<file path="config.mk">
export PLATFORM = sky130hd
export DESIGN_NAME = cal_seq_top
export DESIGN_NICKNAME = d
export VERILOG_FILES = /design/src/rtl/cal_seq_pkg.sv /design/src/rtl/cal_sync2.sv /design/src/rtl/cal_trig_qual.sv /design/src/rtl/cal_seq_top.sv
export SDC_FILE = /design/constraint.sdc
export NUM_CORES = 1
export LEC_CHECK = 0
export BUFFER_PORTS_ARGS = -buffer_cell sky130_fd_sc_hd__buf_4
export CAP_MARGIN = 30
export CORE_MARGIN = 3
export CORE_UTILIZATION = 30
export CTS_BUF_LIST = sky130_fd_sc_hd__clkbuf_8
export DETAILED_ROUTE_END_ITERATION = 8
export PLACE_DENSITY_LB_ADDON = 0.2
export REMOVE_ABC_BUFFERS = 1
export SYNTH_ARGS = -nofsm -noshare
export SYNTH_HDL_FRONTEND = slang
export SYNTH_SLANG_ARGS = --single-unit
</file>
<file path="constraint.sdc">
create_clock -name clk -period 5.7 [get_ports clk]
set_input_delay 0.57 -clock clk [delete_from_list [all_inputs] [get_ports clk]]
set_output_delay 0.57 -clock clk [all_outputs]
set_load 0.05 [all_outputs]
</file>
<file path="src/rtl/cal_seq_pkg.sv">
package cal_seq_pkg;
    typedef enum logic [1:0] {
        SEQ_POR_WAIT,
        SEQ_IDLE,
        SEQ_START,
        SEQ_RUN
    } seq_state_t;

    typedef enum logic {
        QL_LOW_WAIT,
        QL_ARMED
    } qual_state_t;
endpackage

</file>
<file path="src/rtl/cal_sync2.sv">
module cal_sync2 #(
    parameter int STAGES = 2
) (
    input  logic clk,
    input  logic rst_n,
    input  logic d_i,
    output logic q_o
);
    logic [STAGES-1:0] shreg;

    always_ff @(posedge clk or negedge rst_n) begin
        if (!rst_n) shreg <= '0;
        else        shreg <= {shreg[STAGES-2:0], d_i};
    end

    assign q_o = shreg[STAGES-1];
endmodule

</file>
<file path="src/rtl/cal_trig_qual.sv">
module cal_trig_qual
    import cal_seq_pkg::*;
#(
    parameter int MIN_LOW  = 8,
    parameter int MIN_HIGH = 8
) (
    input  logic clk,
    input  logic rst_n,
    input  logic hold_i,
    input  logic trig_i,
    output logic fire_o
);
    localparam int LW = $clog2(MIN_LOW + 1);
    localparam int HW = $clog2(MIN_HIGH + 1);
    localparam logic [LW-1:0] LOW_LAST  = LW'(MIN_LOW - 1);
    localparam logic [HW-1:0] HIGH_LAST = HW'(MIN_HIGH - 1);

    qual_state_t    st, st_nx;
    logic [LW-1:0]  lcnt, lcnt_nx;
    logic [HW-1:0]  hcnt, hcnt_nx;
    logic           fire;

    always_ff @(posedge clk or negedge rst_n) begin
        if (!rst_n) begin
            st   <= QL_LOW_WAIT;
            lcnt <= '0;
            hcnt <= '0;
        end else begin
            st   <= st_nx;
            lcnt <= lcnt_nx;
            hcnt <= hcnt_nx;
        end
    end

    always_comb begin
        st_nx   = st;
        lcnt_nx = lcnt;
        hcnt_nx = hcnt;
        fire    = 1'b0;
        if (hold_i) begin
            st_nx   = QL_LOW_WAIT;
            lcnt_nx = '0;
            hcnt_nx = '0;
        end else begin
            unique case (st)
                QL_LOW_WAIT: begin
                    hcnt_nx = '0;
                    if (trig_i) begin
                        lcnt_nx = '0;
                    end else if (lcnt == LOW_LAST) begin
                        lcnt_nx = '0;
                        st_nx   = QL_ARMED;
                    end else begin
                        lcnt_nx = lcnt + 1'b1;
                    end
                end
                QL_ARMED: begin
                    if (!trig_i) begin
                        hcnt_nx = '0;
                    end else if (hcnt == HIGH_LAST) begin
                        fire    = 1'b1;
                        hcnt_nx = '0;
                        st_nx   = QL_LOW_WAIT;
                    end else begin
                        hcnt_nx = hcnt + 1'b1;
                    end
                end
            endcase
        end
    end

    assign fire_o = fire;
endmodule

</file>
<file path="src/rtl/cal_seq_top.sv">
module cal_seq_top
    import cal_seq_pkg::*;
#(
    parameter int LONG_DLY    = 1024,
    parameter int SHORT_DLY   = 64,
    parameter int MIN_LOW     = 8,
    parameter int MIN_HIGH    = 8,
    parameter int SYNC_STAGES = 2
) (
    input  logic clk,
    input  logic rst_n,
    input  logic dly_long_i,
    input  logic trig_pin_i,
    input  logic ext_mode_i,
    input  logic cal_reg_bit_i,
    input  logic cal_done_i,
    output logic cal_start_o,
    output logic cal_busy_o
);
    localparam int DW = $clog2(LONG_DLY + 1);
    localparam logic [DW-1:0] LONG_LAST  = DW'(LONG_DLY - 1);
    localparam logic [DW-1:0] SHORT_LAST = DW'(SHORT_DLY - 1);

    seq_state_t    state, state_nx;
    logic [DW-1:0] dcnt, dcnt_nx;
    logic [DW-1:0] dly_last;
    logic          pin_s;
    logic          trig_c;
    logic          fire;

    cal_sync2 #(.STAGES(SYNC_STAGES)) u_sync (
        .clk   (clk),
        .rst_n (rst_n),
        .d_i   (trig_pin_i),
        .q_o   (pin_s)
    );

    assign trig_c = pin_s | (ext_mode_i & cal_reg_bit_i);

    cal_trig_qual #(.MIN_LOW(MIN_LOW), .MIN_HIGH(MIN_HIGH)) u_qual (
        .clk    (clk),
        .rst_n  (rst_n),
        .hold_i (state != SEQ_IDLE),
        .trig_i (trig_c),
        .fire_o (fire)
    );

    assign dly_last = dly_long_i ? LONG_LAST : SHORT_LAST;

    always_ff @(posedge clk or negedge rst_n) begin
        if (!rst_n) begin
            state <= SEQ_POR_WAIT;
            dcnt  <= '0;
        end else begin
            state <= state_nx;
            dcnt  <= dcnt_nx;
        end
    end

    always_comb begin
        state_nx = state;
        dcnt_nx  = dcnt;
        unique case (state)
            SEQ_POR_WAIT: begin
                if (dcnt >= dly_last) begin
                    dcnt_nx  = '0;
                    state_nx = trig_c ? SEQ_IDLE : SEQ_START;
                end else begin
                    dcnt_nx = dcnt + 1'b1;
                end
            end
            SEQ_IDLE:  if (fire) state_nx = SEQ_START;
            SEQ_START: state_nx = SEQ_RUN;
            SEQ_RUN:   if (cal_done_i) state_nx = SEQ_IDLE;
        endcase
    end

    always_comb begin
        cal_start_o = (state == SEQ_START);
        cal_busy_o  = (state == SEQ_RUN);
    end
endmodule

</file>
## After elaboration in Yosys (flattened, before gate mapping)

Index checks and enable logic that the tools add are counted.

| cells by class | value |
|---|---|
| equality and inequality tests | 10 |
| $add $sub $neg | 3 |
| bitwise operators | 3 |
| $lt $le $gt $ge | 1 |
| mux-type cells | 25 |
| reduce and logical (&&, ||, !) cells | 2 |

Operators with widths:

| operator | number |
|---|---|
| two-way mux 4 bit | 7 |
| adder 11 x 1 -> 11 bit (second input constant) | 1 |
| >= comparator 11 x 10 -> 1 bit | 1 |
| two-way mux 11 bit | 1 |
| two-way mux 10 bit | 1 |
| two-way mux 1 bit | 9 |
| adder 4 x 1 -> 4 bit (second input constant) | 2 |
| == test 4 x 3 -> 1 bit (second input constant) | 2 |
| two-way mux 2 bit | 4 |
| case mux 2 bit (4 select lines) | 1 |
| case mux 4 bit (2 select lines) | 1 |
| inequality test 2 bit (second input constant) | 3 |
| == test 2 bit (second input constant) | 2 |
| inequality test 2 x 1 -> 1 bit (second input constant) | 2 |
| AND reduction 3 bit | 1 |
| == test 2 x 1 -> 1 bit (second input constant) | 1 |
| logical NOT 2 bit | 1 |
| case mux 1 bit (2 select lines) | 1 |
| bitwise AND 1 bit | 1 |
| inverter 1 bit | 1 |
| bitwise OR 1 bit | 1 |

| word-level totals | value |
|---|---|
| word-level logic and storage cells | 50 |
| input port bits | 7 |
| bits in registers | 24 |

## Logic depth before layout (Yosys ltp)

Gate-level depths: netlist of run 1.

| logic depth | value |
|---|---|
| depth in word-level cells | 7 |
| gate-level depth with buffers | 8 |
| depth with buffers taken out | 7 |

## Cells and area by module

Synthesis of run 1 repeated with hierarchy kept, for this count alone.

| unflattened totals | value |
|---|---|
| cell total of the unflattened synthesis | 141 |
| area, all modules | 1406.3 um^2 |

By module, submodules not included:

| module | area each (um^2) | cells each | times used |
|---|---|---|---|
| cal_seq_top | 909.6 | 95 | 1 |
| cal_trig_qual | 446.7 | 44 | 1 |
| cal_sync2 | 50.0 | 2 | 1 |

## Worst setup path after synthesis of run 1

No wires, ideal clock.

| timing path | value |
|---|---|
| kind | input port to flip-flop |
| start | input port dly_long_i |
| end | register state[0] |
| arrival time | 2070 ps |
| setup slack | 3505 ps |
| stages | 7 |
| buffers on the path | 0 |
| data required time | 5575 ps |
| library setup time | 125 ps |
| cell sequence | inv_1 > ha_1 > a21o_1 > a2111oi_4 > o31ai_4 > nand3_2 > mux2_4 |

| between the ends | value |
|---|---|
| word-level cells in the longest chain between the ends | 4 |

Ends and longest elaborated chain:

| element | RTL line | source |
|---|---|---|
| from (decl) | cal_seq_top.sv:12 | `input logic dly_long_i,` |
| two-way mux 10 bit | cal_seq_top.sv:48 | `assign dly_last = dly_long_i ? LONG_LAST : SHORT_LAST;` |
| >= comparator 11 x 10 -> 1 bit | cal_seq_top.sv:65 | `if (dcnt >= dly_last) begin` |
| inequality test 2 bit (no source line) | - |  |
| AND reduction 3 bit (no source line) | - |  |
| to (signal assigned) | cal_seq_top.sv:55 | `state <= state_nx;` |
| to (decl) | cal_seq_top.sv:24 | `seq_state_t state, state_nx;` |

Every way passes these cells.
A chain may end at the register's enable or synchronous reset.

## Worst setup path after layout of run 1

Ends and elaborated chain as after synthesis.

==> flow_metrics.env, run 1 <==
export IMPL_drv_slew=0
export IMPL_relSlewSlack=0.477
export IMPL_crit_arrival_ns=2.47
export IMPL_htreeDepth=1
export IMPL_insertedDiodeCount=0
export IMPL_clock_root_buffer="clkbuf_8"
export IMPL_seqPwrFrac=0.389
export IMPL_fp_row_count=24
export IMPL_min_period_over_period=0.406
export IMPL_nets=164
export IMPL_ff2ff_path_depth=5
export IMPL_r2r_start="dcnt[9]$_DFFE_PN0N_"
export IMPL_avgSynthCellArea_um2=10.5
export IMPL_hp_class="in2async"
export IMPL_rsz0062_at_grt="false"
export IMPL_path_max_fanout=18
export IMPL_ios=9
export IMPL_worst_pin_slew_ns=0.784
export IMPL_clkLatencyLatePin_ns=0.27
export IMPL_synthesis_area_um2=1410
export IMPL_vdd_drop_max_v=0.000181
export IMPL_drc_errors=0
export IMPL_seq_area_um2=601
export IMPL_die_area_um2=5540
export IMPL_grt_pass1_wl_um=4820
export IMPL_yosys_cell_types_count=36
export IMPL_r2r_slack_ns=3.39
export IMPL_portBuffers=8
export IMPL_antenna_found_initial=0
export IMPL_finalPower_mw=0.592
export IMPL_max_freq_ghz=0.432
export IMPL_route_vias_total=1010
export IMPL_status="complete, no violations"
export IMPL_p_switching_mw=0.235
export IMPL_yosysWarnings=0
export IMPL_numCtsBuffers=3
export IMPL_final_util=0.353
export IMPL_dp_hpwl_um=1900
export IMPL_ant_nets=0
export IMPL_p_sw_frac=0.397
export IMPL_slowest_stage="o31ai_4"
export IMPL_drt_wl_total_um=2620
export IMPL_fp_dieW_um=74.4
export IMPL_tritoncts="done"
export IMPL_worstReg2RegEnd="state[0]$_DFFE_PN0P_"
export IMPL_overflow=0
export IMPL_fillers=446
export IMPL_grtUsageTotal=0.110
export IMPL_period_needed_ns=2.31
export IMPL_clkSinkCount=24
export IMPL_wl_per_cell_um=13.4
export IMPL_dr_pass1_iters=4
export IMPL_ys_ff_latch=24
export IMPL_whs_ns=0.182
export IMPL_post_cts_buffers=0
export IMPL_power_leakage_nw=0.734
export IMPL_gp_congestion=0.766
export IMPL_cts_buffer_depth=2
export IMPL_drive_gt1_frac=0.132
export IMPL_clk_pin_slew_ns=0.09
export IMPL_multiInputGateArea_um2=767
export IMPL_finalHoldViolations=0
export IMPL_grt_max_degree=25
export IMPL_start_kind="input pin"
export IMPL_dpl_worst_slack_ns=3.09
export IMPL_area_growth_pct=11.8
export IMPL_end_kind="register"
export IMPL_fin_worst_skew_ns=0.0122
export IMPL_layout_setup_ws_ns=3.39
export IMPL_start_util=0.316
export IMPL_setup_viol=0
export IMPL_grt_pass1_vias=1075
export IMPL_drt_iter0_markers=38
export IMPL_clockPowerShare=0.194
export IMPL_finalSetupTns_ns=0
export IMPL_die_height_um=74.4
export IMPL_netlist_instances=134
export IMPL_core_area_um2=4440
export IMPL_worstPathCellList="buf_4 -> inv_1 -> ha_1 -> nand4b_1 -> o31ai_4 -> nand3_2 -> mux2_4"
export IMPL_crit_required_ns=5.86
export IMPL_pwr_share_comb=0.417
export IMPL_via_per_inst=5.15
export IMPL_cpPeakStageDelay_ns=0.73
export IMPL_critPathKind="in2reg"
export IMPL_postCtsHoldBufs=0
export IMPL_ctsResizeCount=0
export IMPL_p_per_area_nw_per_um2=377
export IMPL_ys_seq_area_frac=0.427
export IMPL_startpoint="dly_long_i"
export IMPL_max_cap_violations=0
export IMPL_p_int_mw=0.357
cells in the mapped netlist (all sizes together):
master | n | area, µm²
xor2 | 4 | 35.0
clkbuf | 1 | 3.75
a21oi | 2 | 10.0
nand3 | 9 | 50.1
or3 | 1 | 6.26
a211oi | 1 | 7.51
a21o | 8 | 60.1
dfrtp | 24 | 601
o2bb2ai | 5 | 43.8
nand4b | 1 | 8.76
a21boi | 1 | 7.51
nor4 | 3 | 33.8
nand4 | 3 | 18.8
o21ai | 11 | 55.1
mux2 | 1 | 15.0
buf | 1 | 11.3
a31oi | 1 | 6.26
and3 | 3 | 18.8
nor3 | 2 | 10.0
nand3b | 1 | 7.51
nor3b | 1 | 12.5
xnor2 | 1 | 8.76
mux2i | 4 | 40.0
ha | 12 | 150
and2 | 4 | 25.0
o31ai | 2 | 28.8
nand2 | 9 | 33.8
nand2b | 2 | 12.5
inv | 6 | 22.5
a2111oi | 1 | 27.5
nor2 | 9 | 33.8
final cells by class:
| class | count | area share |
|---|---|---|
| Inverter | 6 | 0.0143 |
| Tap cell | 52 | 0.0414 |
| Sequential cell | 24 | 0.382 |
| Multi-Input combinational cell | 102 | 0.488 |
| Clock buffer | 4 | 0.0351 |
| Timing Repair Buffer | 8 | 0.0382 |
metrics by stage:
stage,cells,cell area [µm²]
2_1_floorplan,132,1390
3_3_place_gp,192,1520
3_5_place_dp,192,1520
4_1_cts,196,1570
5_1_grt,196,1570
6_report,196,1570
worst max-delay path by stage:
stage / endpoint / slack, ns / cells after the start
CTS: state[0]$_DFFE_PN0P_ / 3.37 / 7
finish: state[0]$_DFFE_PN0P_ / 3.39 / 7
floorplan: state[0]$_DFFE_PN0P_ / 3.40 / 6
global placement: state[0]$_DFFE_PN0P_ / 3.15 / 7
detailed placement: state[0]$_DFFE_PN0P_ / 3.09 / 7
global route: state[0]$_DFFE_PN0P_ / 3.23 / 5
placed cells by master (no fill, tap or decap), drive strengths merged, types with 4 or more instances in the layout:
cell     count
clkbuf       4
xor2         4
and2         4
nand3        9
mux2i        4
buf          8
inv          6
o21ai       11
nor2         9
ha          12
nand2        9
dfrtp       24
a21o         8
o2bb2ai      5
critical path, delay by kind of cell:
family          cells  cell delay, ns
mux                 1            0.32
simple gates        2            0.34
buf+inv             2            0.15
fa+ha+maj           1            0.35
compound gates      1            0.73
sequential cells by signal (all words and copies together), names as in the netlist:
register,count
dcnt,11
state,2
u_qual.hcnt,4
u_qual.lcnt,4
u_qual.st,1
u_sync.shreg,2
kinds of logic (layout without fill, tap and decap cells):
logic type | count (synthesis) | in the layout | share of synthesized area
simple gates | 48 | 48 | 0.193
mux | 5 | 5 | 0.0392
flops | 24 | 24 | 0.427
compound gates | 32 | 32 | 0.175
fa+ha+maj | 12 | 12 | 0.107
xor+xnor | 5 | 5 | 0.0312
buf+inv | 8 | 18 | 0.0267
power by group through the flow:
| stage | clock (mW) | sequential, mW | combinational [mW] |
|---|---|---|---|
| floorplan | 0 | 0.224 | 0.195 |
| global placement | 0 | 0.232 | 0.239 |
| detailed placement | 0 | 0.234 | 0.248 |
| CTS | 0.120 | 0.230 | 0.250 |
| global route | 0.129 | 0.235 | 0.274 |
| finish | 0.115 | 0.230 | 0.247 |
layer usage:
metal / GRT usage / part of all wire / routed length (µm)
met1: 0.138 / 0.50 / 1310
met4: 0.0277 / 0.0057 / 15
met2: 0.190 / 0.47 / 1230
met5: 0 / 0 / 0
met3: 0.0284 / 0.026 / 68
Note: power is estimated with default switching activity, not from simulation.
==> run 2, diff against run 1 <==
clock period = 1.9 ns   (was 5.7 ns; I/O delays follow)
==> flow_metrics.env, run 2 (synthesis gave the netlist of run 1 again) <==
export IMPL_status="finished with violations"
export IMPL_violations="negative setup slack"
export IMPL_max_cap_violations=0
export IMPL_fin_area_um2=1890
export IMPL_via_per_inst=5.09
export IMPL_finalHoldViolations=0
export IMPL_grtUsageMet3=0.0338
export IMPL_drc_errors=0
export IMPL_htreeDepth=1
export IMPL_seq_area_um2=601
export IMPL_ff2ff_path_depth=6
export IMPL_dp_hpwl_um=2260
export IMPL_fillers=448
export IMPL_fin_worst_skew_ns=0.00863
export IMPL_gp_congestion=0.784
export IMPL_grt_max_degree=25
export IMPL_wl_per_cell_um=14.0
export IMPL_cts_buffer_depth=2
export IMPL_relSlewSlack=0.636
export IMPL_crit_arrival_ns=2.12
export IMPL_clock_root_buffer="clkbuf_8"
export IMPL_finalPower_mw=2.27
export IMPL_dpl_cell_area_um2=1690
export IMPL_critPathKind="reg2reg"
export IMPL_grt_busiest_layer="met2"
export IMPL_startpoint="dcnt[8]$_DFFE_PN0N_"
export IMPL_antenna_found_initial=0
export IMPL_start_util=0.316
export IMPL_max_freq_ghz=0.511
export IMPL_hp_start="trig_pin_i"
export IMPL_numCtsBuffers=3
export IMPL_reg_largest_list="dcnt (11), u_qual.hcnt (4), u_qual.lcnt (4)"
export IMPL_route_vias_total=1145
export IMPL_worst_hold_path_num_cells=1
export IMPL_vdd_drop_max_v=0.000533
export IMPL_die_height_um=74.4
export IMPL_r2r_start="dcnt[8]$_DFFE_PN0N_"
export IMPL_rsz0062_at_grt="true"
export IMPL_start_kind="register"
export IMPL_layout_commonest_cell="buf_4"
export IMPL_drv_slew=0
export IMPL_setup_viol=3
export IMPL_power_leakage_nw=0.887
export IMPL_portBuffers=8
export IMPL_final_cell_mix="buf_4 (34), dfrtp_1 (24), ha_1 (10)"
export IMPL_clk_pin_slew_ns=0.09
export IMPL_final_cells=225
export IMPL_drive_gt1_frac=0.324
export IMPL_fp_row_count=24
export IMPL_drt_iter0_markers=69
export IMPL_dpl_worst_slack_ns=-0.226
export IMPL_area_growth_pct=34.8
export IMPL_p_per_area_nw_per_um2=1200
export IMPL_nets=193
export IMPL_grt_pass1_vias=1204
export IMPL_finalSetupTns_ns=-0.102
export IMPL_min_delay_worst_endpoint="u_sync.shreg[0]$_DFF_PN0_"
export IMPL_worst_pin_slew_ns=0.545
export IMPL_end_kind="register"
export IMPL_whs_ns=0.0257
export IMPL_path_max_fanout=7
export IMPL_drt_wl_total_um=3150
export IMPL_grtUsageMet2=0.227
export IMPL_grt_use_met1=0.146
export IMPL_largest_reg_flops=11
export IMPL_ios=9
export IMPL_overflow=0
export IMPL_worstReg2RegEnd="state[0]$_DFFE_PN0P_"
export IMPL_insertedDiodeCount=0
export IMPL_hp_class="in2reg"
export IMPL_crit_required_ns=2.07
export IMPL_numPlacedInstances=215
export IMPL_tritoncts="done"
export IMPL_min_period_over_period=1.03
export IMPL_core_area_um2=4440
export IMPL_ant_nets=0
export IMPL_clkLatencyLatePin_ns=0.27
export IMPL_clkSinkCount=24
export IMPL_largest_register="dcnt"
export IMPL_multiInputGateArea_um2=858
export IMPL_period_needed_ns=1.96
export IMPL_final_util=0.426
export IMPL_layout_setup_ws_ns=-0.0568
export IMPL_grt_pass1_wl_um=5340
export IMPL_die_area_um2=5540
export IMPL_dr_pass1_iters=4
export IMPL_grtUsageTotal=0.125
export IMPL_fp_dieW_um=74.4
export IMPL_r2r_slack_ns=-0.06
-- run 2: where the power goes --
group | internal [mW] | leakage [nW] | switching [mW]
Sequential | 0.589 | 0.321 | 0.0503
Clock | 0.282 | 0.0357 | 0.173
Combinational | 0.550 | 0.530 | 0.623
Total | 1.42 | 0.887 | 0.846
-- run 2: worst max-delay path, cell delays in order, from the launching register on --
cell       delay (ns)
dfrtp_1          0.42
ha_4             0.22
a21o_1           0.20
a2111oi_4        0.38
o31ai_4          0.19
nand3_2          0.14
mux2_4           0.30
-- run 2: repair_timing --
item	in CTS	in global routing
pin swaps	7	2
setup buffers	3	1
hold endpoints to repair	24	0
hold buffers	1	0
resized for setup	11	2
setup endpoints to repair	11	9
cloned	1	0
-- run 2: area by class of cell --
type | instances | area share
Clock buffer | 3 | 0.0218
Multi-Input combinational cell | 103 | 0.453
Sequential cell | 24 | 0.317
Tap cell | 52 | 0.0343
Inverter | 6 | 0.0119
Clock inverter | 1 | 0.0159
Timing Repair Buffer | 36 | 0.146
-- run 2: worst max path at each step --
stage / endpoint / slack [ns] / cells past startpoint
2_1_floorplan: state[0]$_DFFE_PN0P_ / -0.17 / 5
3_3_place_gp: dcnt[5]$_DFFE_PN0N_ / -0.14 / 9
3_5_place_dp: dcnt[5]$_DFFE_PN0N_ / -0.23 / 9
4_1_cts: state[0]$_DFFE_PN0P_ / -0.05 / 6
5_1_grt: dcnt[5]$_DFFE_PN0N_ / -0.13 / 7
6_report: state[0]$_DFFE_PN0P_ / -0.06 / 6
-- run 2: routing by layer --
metal	up-vias	wire [µm]
li1	565	-
met1	569	1420
met2	9	1650
met3	2	71
met4	0	8
met5	-	0
==> run 3, diff against run 2 <==
BUFFER_PORTS_ARGS = unset   (was -buffer_cell sky130_fd_sc_hd__buf_4)
DONT_BUFFER_PORTS = 1   (was unset)
==> flow_metrics.env, run 3 (synthesis gave the netlist of run 1 again) <==
export IMPL_start_kind="register"
export IMPL_largest_reg_flops=11
export IMPL_multiInputGateArea_um2=898
export IMPL_nets=191
export IMPL_ant_nets=0
export IMPL_layout_setup_ws_ns=-0.0534
export IMPL_drive_gt1_frac=0.327
export IMPL_ios=9
export IMPL_layout_commonest_cell="buf_4"
export IMPL_fp_row_count=24
export IMPL_hp_class="in2reg"
export IMPL_power_leakage_nw=0.893
export IMPL_die_area_um2=5540
export IMPL_crit_arrival_ns=2.11
export IMPL_fin_worst_skew_ns=0.00594
export IMPL_status="finished with violations"
export IMPL_p_switching_mw=0.919
export IMPL_slowest_stage="dfrtp_1"
export IMPL_highest_layer="met4"
export IMPL_worst_hold_path_num_cells=3
export IMPL_clkSinkCount=24
export IMPL_worstPathCellList="ha_4 -> a21o_1 -> a2111oi_4 -> o31ai_4 -> nand3_2 -> mux2_4"
export IMPL_final_cell_mix="buf_4 (27), dfrtp_1 (24), ha_1 (10)"
export IMPL_clock_root_buffer="clkbuf_8"
export IMPL_drc_errors=0
export IMPL_final_util=0.438
export IMPL_setup_viol=4
export IMPL_worst_pin_slew_ns=0.493
export IMPL_path_max_fanout=5
export IMPL_largest_register="dcnt"
export IMPL_max_freq_ghz=0.512
export IMPL_period_needed_ns=1.95
export IMPL_antenna_found_initial=0
export IMPL_pwr_share_comb=0.546
export IMPL_dr_wl_met3_um=81
export IMPL_clockPowerShare=0.187
export IMPL_wl_per_cell_um=14.9
export IMPL_crit_required_ns=2.06
export IMPL_min_period_over_period=1.03
export IMPL_dp_hpwl_um=2240
export IMPL_rsz0062_at_grt="true"
export IMPL_cts_buffer_depth=2
export IMPL_path_buf_inv=0
export IMPL_dpl_worst_slack_ns=-0.224
export IMPL_fp_dieW_um=74.4
export IMPL_violations="negative setup slack"
export IMPL_dr_pass1_iters=4
export IMPL_critPathKind="reg2reg"
export IMPL_grtUsageTotal=0.126
export IMPL_ff2ff_path_depth=6
export IMPL_end_kind="register"
export IMPL_die_height_um=74.4
export IMPL_p_per_area_nw_per_um2=1240
export IMPL_tritoncts="done"
export IMPL_overflow=0
export IMPL_htreeDepth=1
export IMPL_numPlacedInstances=209
export IMPL_finalHoldViolations=0
export IMPL_start_util=0.316
export IMPL_wl_met2_um=1780
export IMPL_gp_congestion=0.846
export IMPL_grt_max_degree=25
export IMPL_drt_iter0_markers=56
export IMPL_route_vias_total=1157
export IMPL_grt_pass1_wl_um=5380
export IMPL_max_cap_violations=0
export IMPL_portBuffers=0
export IMPL_grt_pass1_vias=1194
export IMPL_fillers=436
export IMPL_relSlewSlack=0.670
export IMPL_via_per_inst=5.19
export IMPL_area_growth_pct=38.5
export IMPL_insertedDiodeCount=0
export IMPL_wl_met1_um=1420
export IMPL_p_int_mw=1.50
export IMPL_core_area_um2=4440
export IMPL_p_sw_frac=0.381
export IMPL_final_cells=223
export IMPL_cpPeakStageDelay_ns=0.42
export IMPL_whs_ns=0.238
export IMPL_finalPower_mw=2.42
export IMPL_numCtsBuffers=3
export IMPL_seqPwrFrac=0.267
export IMPL_cp_depth=6
export IMPL_reg_largest_list="dcnt (11), u_qual.hcnt (4), u_qual.lcnt (4)"
export IMPL_drt_wl_total_um=3310
export IMPL_clk_pin_slew_ns=0.09
export IMPL_worst_path_dominant_cell_family="compound AO/OA/AOI/OAI gates"
export IMPL_drv_slew=0
export IMPL_clkLatencyLatePin_ns=0.27
export IMPL_vdd_drop_max_v=0.000412
export IMPL_seq_area_um2=601
export IMPL_r2r_slack_ns=-0.05
[run 3: worst min-delay path, cell delays in order]
cell,delay (ns)
a21oi_1,0.13
nand2_1,0.08
a21boi_0,0.07
[run 3: per-stage QoR]
| step | TNS (ns) | cell area [µm²] |
|---|---|---|
| after global routing | -0.826 | 1950 |
| after CTS | -0.236 | 1870 |
| final | -0.190 | 1950 |
| after floorplan | -0.421 | 1390 |
| after global placement | -0.581 | 1640 |
| after detailed placement | -0.929 | 1640 |
[run 3: worst paths after layout]
path,start,to
max,dcnt[8]$_DFFE_PN0N_,state[0]$_DFFE_PN0P_
min,cal_reg_bit_i,u_qual.st$_DFF_PN0_
max reg2reg,dcnt[8]$_DFFE_PN0N_,state[0]$_DFFE_PN0P_
min reg2reg,u_sync.shreg[0]$_DFF_PN0_,u_sync.shreg[1]$_DFF_PN0_
max in group asynchronous,rst_n,dcnt[6]$_DFFE_PN0N_
min in group asynchronous,rst_n,state[1]$_DFFE_PN0P_
[run 3: cell type report]
type / count / share of cell area
sequential: 24 / 0.309
timing repair buffer: 34 / 0.148
multi-input combinational: 103 / 0.462
tap: 52 / 0.0334
clock buffer: 3 / 0.0212
clock inverter: 1 / 0.0154
inverter: 6 / 0.0116
[run 3: per-layer routing]
metal	track usage	vias up
met5	0	-
met4	0.0296	0
met3	0.0297	4
met2	0.237	12
met1	0.141	574
li1	-	567
[run 3: what timing repair did]
action                                  CTS  global route
hold endpoints to repair                 25             0
cloned                                    1             0
resized for setup                         8            14
setup buffers                             6             0
pin swaps                                 5             3
endpoints found under the setup margin   11            11
hold buffers                              3             0
[run 3: power by group through the flow]
| stage | logic (mW) | registers (mW) | clock network, mW |
|---|---|---|---|
| 5_1_grt | 1.41 | 0.651 | 0.480 |
| 4_1_cts | 1.20 | 0.644 | 0.462 |
| 6_report | 1.32 | 0.645 | 0.451 |
| 3_5_place_dp | 1.02 | 0.648 | 0 |
| 2_1_floorplan | 0.585 | 0.671 | 0 |
| 3_3_place_gp | 0.983 | 0.646 | 0 |
